`src/rtl/csc_pkg.sv`:
```
package csc_pkg;
  typedef enum logic [1:0] {SQ_IDLE, SQ_WAIT, SQ_PULSE} sqe_state_t;

  function automatic int imax(input int a, input int b);
    return (a > b) ? a : b;
  endfunction
endpackage

```
`src/rtl/csc_zero_pair_det.sv`:
```
module csc_zero_pair_det #(
  parameter int WIN_BITS  = 10,
  parameter int IDLE_ONES = 10
) (
  input  logic clk,
  input  logic rst,
  input  logic rx_bit,
  output logic active
);
  import csc_pkg::*;

  localparam int SAT  = imax(WIN_BITS, IDLE_ONES);
  localparam int RW   = $clog2(SAT + 1);
  localparam int GAPX = WIN_BITS - 2;

  logic [RW-1:0] run_q;
  logic          act_q;

  always_ff @(posedge clk) begin
    if (rst) begin
      run_q <= RW'(SAT);
      act_q <= 1'b0;
    end else if (rx_bit) begin
      if (run_q != RW'(SAT)) run_q <= run_q + 1'b1;
      if (act_q && (int'(run_q) + 1 >= IDLE_ONES)) act_q <= 1'b0;
    end else begin
      run_q <= '0;
      if (run_q >= RW'(1) && run_q <= RW'(GAPX)) act_q <= 1'b1;
    end
  end

  assign active = act_q;

  logic [RW-1:0] chk_ones;
  always_ff @(posedge clk) begin
    if (rst) chk_ones <= RW'(SAT);
    else if (!rx_bit) chk_ones <= '0;
    else if (chk_ones != RW'(SAT)) chk_ones <= chk_ones + 1'b1;
  end

  assert_ones_never_start_R5: assert property (@(posedge clk) disable iff (rst)
    (!act_q && rx_bit) |=> !act_q);
  assert_idle_after_run_R6: assert property (@(posedge clk) disable iff (rst)
    (int'(chk_ones) >= IDLE_ONES) |-> !act_q);
endmodule

```
`src/rtl/csc_sqe_gen.sv`:
```
module csc_sqe_gen #(
  parameter int SQE_DLY = 16,
  parameter int SQE_LEN = 10
) (
  input  logic clk,
  input  logic rst,
  input  logic tx_en,
  input  logic en,
  output logic sqe
);
  import csc_pkg::*;

  localparam int CW = $clog2(imax(SQE_DLY, SQE_LEN) + 1);

  sqe_state_t    st;
  logic [CW-1:0] cnt;
  logic          tx_q;

  always_ff @(posedge clk) begin
    if (rst) begin
      st   <= SQ_IDLE;
      cnt  <= '0;
      tx_q <= 1'b0;
    end else begin
      tx_q <= tx_en;
      if (!en || tx_en) begin
        st  <= SQ_IDLE;
        cnt <= '0;
      end else begin
        case (st)
          SQ_IDLE: if (tx_q) begin
            st  <= SQ_WAIT;
            cnt <= '0;
          end
          SQ_WAIT: if (cnt == CW'(SQE_DLY - 1)) begin
            st  <= SQ_PULSE;
            cnt <= '0;
          end else cnt <= cnt + 1'b1;
          SQ_PULSE: if (cnt == CW'(SQE_LEN - 1)) begin
            st  <= SQ_IDLE;
            cnt <= '0;
          end else cnt <= cnt + 1'b1;
          default: st <= SQ_IDLE;
        endcase
      end
    end
  end

  assign sqe = (st == SQ_PULSE);

  logic [CW-1:0] chk_run;
  always_ff @(posedge clk) begin
    if (rst) chk_run <= '0;
    else if (sqe) chk_run <= chk_run + 1'b1;
    else chk_run <= '0;
  end

  assert_pulse_len_R8: assert property (@(posedge clk) disable iff (rst)
    sqe |-> (int'(chk_run) < SQE_LEN));
  assert_off_no_pulse_R9: assert property (@(posedge clk) disable iff (rst)
    !en |=> !sqe);
  assert_tx_abort_R10: assert property (@(posedge clk) disable iff (rst)
    $rose(tx_en) |=> !sqe);
endmodule

```
`src/rtl/crs_col_gen.sv`:
```
module crs_col_gen #(
  parameter int WIN_BITS  = 10,
  parameter int IDLE_ONES = 10,
  parameter int SQE_DLY   = 16,
  parameter int SQE_LEN   = 10
) (
  input  logic clk,
  input  logic rst,
  input  logic tx_en,
  input  logic fdx,
  input  logic rpt,
  input  logic spd100,
  input  logic sqe_inh,
  input  logic rx_bit,
  input  logic rx_sq,
  output logic crs,
  output logic col
);
  logic det_act;
  logic rx_car;
  logic sqe_en;
  logic sqe;
  logic tx_counts;

  csc_zero_pair_det #(.WIN_BITS(WIN_BITS), .IDLE_ONES(IDLE_ONES)) u_det (
    .clk(clk), .rst(rst), .rx_bit(rx_bit), .active(det_act)
  );

  assign sqe_en = !spd100 && !fdx && !rpt && !sqe_inh;

  csc_sqe_gen #(.SQE_DLY(SQE_DLY), .SQE_LEN(SQE_LEN)) u_sqe (
    .clk(clk), .rst(rst), .tx_en(tx_en), .en(sqe_en), .sqe(sqe)
  );

  always_comb begin
    rx_car    = spd100 ? det_act : rx_sq;
    tx_counts = !fdx && !rpt;
    crs       = rx_car || (tx_counts && tx_en);
    col       = !fdx && ((rx_car && tx_en) || sqe);
  end

  assert_hdx_tx_crs_R1: assert property (@(posedge clk) disable iff (rst)
    (!fdx && !rpt && tx_en) |-> crs);
  assert_rx_gives_crs_R2: assert property (@(posedge clk) disable iff (rst)
    (spd100 && det_act) |-> crs);
  assert_fdx_col_low_R4: assert property (@(posedge clk) disable iff (rst)
    fdx |-> !col);
endmodule

```
`config.mk`:
```
export PLATFORM = sky130hd
export DESIGN_NAME = crs_col_gen
export DESIGN_NICKNAME = d
export VERILOG_FILES = /design/src/rtl/csc_pkg.sv /design/src/rtl/csc_zero_pair_det.sv /design/src/rtl/csc_sqe_gen.sv /design/src/rtl/crs_col_gen.sv
export SDC_FILE = /design/constraint.sdc
export NUM_CORES = 1
export LEC_CHECK = 0
export CORE_MARGIN = 8
export CORE_UTILIZATION = 45
export CTS_CLUSTER_SIZE = 28
export DETAILED_ROUTE_END_ITERATION = 7
export GPL_ROUTABILITY_DRIVEN = 0
export GPL_TIMING_DRIVEN = 0
export PLACE_DENSITY = 0.66
export REMOVE_ABC_BUFFERS = 1
export SLEW_MARGIN = 5
export SYNTH_ARGS = -nofsm -noshare
export SYNTH_HDL_FRONTEND = slang
export SYNTH_SLANG_ARGS = --single-unit
```
`constraint.sdc`:
```
create_clock -name clk -period 2.61 [get_ports clk]
set_input_delay 0.522 -clock clk [delete_from_list [all_inputs] [get_ports clk]]
set_output_delay 0.522 -clock clk [all_outputs]
set_load 0.05 [all_outputs]
```
==> results.sh <==
export IMPL_path_clk_slew_ns=0.09
export IMPL_p_total_uw=421
export IMPL_worst_setup_path_end_kind="output pin"
export IMPL_async_flop_share=0
export IMPL_synth_edf_count=0
export IMPL_gr_total_overflow=0
export IMPL_detail_route_antenna_nets=0
export IMPL_drc=0
export IMPL_max_clock_freq_mhz=396
export IMPL_design_core_area_um2=1900
export IMPL_maxCapViolCount=0
export IMPL_slew_headroom=0.660
export IMPL_path_buf_inv=2
export IMPL_drive_above_1_share=0.0609
export IMPL_hold_viol_final=0
export IMPL_ys_warn_count=0
export IMPL_crit_fanout=2
export IMPL_clock_sinks=13
export IMPL_slew_violations=0
export IMPL_fin_crit_ns=2.52
export IMPL_cp_start_kind="input pin"
export IMPL_initial_core_util=0.461
export IMPL_first_iter_violations=18
export IMPL_vdd_drop_max_uv=262
export IMPL_syn_to_final_growth_pct=18.1
export IMPL_port_buffers=10
export IMPL_cp_cell_sequence="clkdlybuf4s50_1 -> mux2_2 -> a21oi_1 -> nor2_1 -> dlygate4sd2_1"
export IMPL_worst_pin_slew_ns=0.512
export IMPL_vias=716
export IMPL_cts_buffers=3
export IMPL_leakage_nw=0.415
export IMPL_rsz0062_at_grt="false"
export IMPL_firstDrtPassIters=2
export IMPL_p_seq_frac=0.510
export IMPL_cts_buffer_depth=2
export IMPL_grt_usage=0.109
export IMPL_clkLatencyLatePin_ns=0.27
export IMPL_fp_row_count=16
export IMPL_cts_tree="done"
export IMPL_cts_hold_buf=0
export IMPL_power_density_nw_per_um2=407
export IMPL_comb_power_share=0.189
export IMPL_cts_resized=2
export IMPL_die_y_um=60.1
export IMPL_power_internal_uw=300
export IMPL_critPathTopFamily="buffers and inverters"
export IMPL_fin_crit_sh=0.967
export IMPL_critPathMaxStageDelay_ns=0.50
export IMPL_grt_pass1_vias=722
export IMPL_grt_pass1_wl_mm=3.04
export IMPL_dieWidth_um=60.1
export IMPL_synth_distinct_cells=32
export IMPL_skew_ns=0.00194
export IMPL_hpwl_mm=1.41
export IMPL_synth_seq_area_share=0.297
export IMPL_cts_max_level=1
export IMPL_num_antenna_cells=0
export IMPL_postCtsSetupBuffers=0
export IMPL_met2_usage=0.200
export IMPL_worstHoldPathType="flip-flop to flip-flop"
export IMPL_cts_root_buf="clkbuf_4"
export IMPL_nNetsFinal=138
export IMPL_whs_ns=0.500
export IMPL_switching_share=0.288
export IMPL_arrival_ns=2.00
export IMPL_nFillCells=188
export IMPL_crit_path_top_delay_cell="clkdlybuf4s50_1"
export IMPL_status="finished, final reports clean"
export IMPL_antenna_found_initial=0
export IMPL_io_pins=11
export IMPL_ys_seq_elements=13
export IMPL_die_area_um2=3610
export IMPL_grt_use_met1=0.117
export IMPL_syn_instance_count=101
export IMPL_pwr_share_clk=0.300
export IMPL_p_switching_uw=121
export IMPL_vias_per_cell=5.04
export IMPL_avgSynthCellArea_um2=8.67
export IMPL_drt_wirelength_per_cell_um=12.5
export IMPL_use_met3=0.0215
export IMPL_setup_viol=0
export IMPL_synth_ff_type="dfxtp_1"
export IMPL_busiest_layer="met2"
export IMPL_cp_required_ns=2.09
export IMPL_grt_max_degree=9
export IMPL_crit_type="input pin to output pin"
export IMPL_wl_mm=1.78
export IMPL_syn_cell_area_um2=876
[cell usage in the layout, fill, tap and decap left out]
| master | count |
|---|---|
| ha_1 | 13 |
| dfxtp_1 | 13 |
| nand2_1 | 10 |
| inv_1 | 8 |
| a21oi_1 | 8 |
| clkdlybuf4s50_1 | 8 |
| nor2_1 | 5 |
| nor2b_1 | 5 |
| nand3_1 | 3 |
| a21o_1 | 3 |
| nor3_1 | 3 |
| clkbuf_4 | 3 |
| xnor2_1 | 2 |
| nand3b_1 | 2 |
| mux2i_1 | 2 |
| nor3b_1 | 2 |
| nand2b_1 | 2 |
| or3_1 | 2 |
| o21ai_1 | 2 |
| a311oi_1 | 2 |
| dlygate4sd2_1 | 2 |
| mux2_2 | 1 |
| nand4bb_2 | 1 |
| a2bb2oi_1 | 1 |
| a31o_1 | 1 |
| nor4_1 | 1 |
| o211ai_1 | 1 |
| a21oi_2 | 1 |
| o21bai_1 | 1 |
| or2_0 | 1 |
| a211o_1 | 1 |
| o31ai_1 | 1 |
| o41ai_1 | 1 |
| a211oi_1 | 1 |
| xor2_1 | 1 |
| clkinv_2 | 1 |
[path summary, 6_finish.rpt]
kind	startpoint	endpoint	slack, ns	cells after the start
setup reg to reg	u_sqe.cnt[0]$_SDFFE_PP0P_	u_sqe.cnt[1]$_SDFFE_PP0P_	0.86	8
hold reg to reg	u_sqe.cnt[1]$_SDFFE_PP0P_	u_sqe.cnt[1]$_SDFFE_PP0P_	0.50	2
setup / recovery	spd100	col	0.09	5
hold / removal	u_sqe.cnt[1]$_SDFFE_PP0P_	u_sqe.cnt[1]$_SDFFE_PP0P_	0.50	2
[flip-flops by register name (all words and copies together), names as in the netlist]
name and count:
u_sqe.cnt 5, u_det.active 1, u_det.run_q 4, u_sqe.tx_q 1
u_sqe.st 2
[Yosys cell counts, drive strengths merged (3+ instances only)]
| library cell | instances | area, um2 |
|---|---|---|
| dfxtp | 13 | 260 |
| nor2b | 5 | 31.3 |
| a21oi | 9 | 48.8 |
| inv | 8 | 30.0 |
| a21o | 3 | 22.5 |
| nand3 | 3 | 15.0 |
| nor3 | 3 | 15.0 |
| nand2 | 10 | 37.5 |
| ha | 13 | 163 |
| nor2 | 5 | 18.8 |
[through the flow]
step	std cells	cell area, um2	utilization	setup TNS (ns)	worst slack (ns)
after CTS	142	1030	0.544	0	0.0872
after global routing	142	1030	0.544	0	0.0646
after detailed placement	138	1010	0.531	-0.316	-0.182
final	142	1030	0.544	0	0.0867
after global placement	138	1010	0.531	-0.268	-0.156
after floorplan	101	876	-	0	0.646
[layer usage]
metal	part of all wire	vias to the layer above	wire length, um
li1	-	384	-
met1	0.45	327	794
met2	0.52	3	931
met3	0.021	2	37
met4	0.010	0	18
met5	0	-	0
[tightest hold or removal path: cells and delay by family, from the launching register on]
family           cells  cell delay [ns]
flip-flops           1             0.34
AND/OR/NAND/NOR      1             0.06
AO/OA/AOI/OAI        1             0.05
[area by class of cell]
type                       instances  area [um2]  share of cell area
multi-input combinational         80         586               0.566
sequential                        13         260               0.252
timing repair buffer              10        97.6              0.0943
tap                               27        33.8              0.0326
inverter                           8        30.0              0.0290
clock buffer                       3        22.5              0.0218
clock inverter                     1        5.00             0.00484
[power groups by stage]
stage          combinational [mW]  clock (mW)  sequential [mW]
2_1_floorplan              0.0533           0            0.217
3_3_place_gp               0.0782           0            0.219
3_5_place_dp               0.0816           0            0.219
4_1_cts                    0.0801       0.129            0.214
5_1_grt                    0.0886       0.139            0.216
6_report                   0.0797       0.126            0.215
[cells by family (layout without fill, tap and decap cells)]
logic type | Yosys count | count (layout) | share of synthesized area
AOI/OAI and AO/OA | 24 | 24 | 0.187
xor gates and xnor gates | 3 | 3 | 0.0300
adders and majority gates | 13 | 13 | 0.186
buffers and inverters | 8 | 22 | 0.0343
DFF | 13 | 13 | 0.297
muxes | 3 | 3 | 0.0357
and+or+nand+nor | 37 | 37 | 0.230
Note: power is estimated with default switching activity, not from simulation.
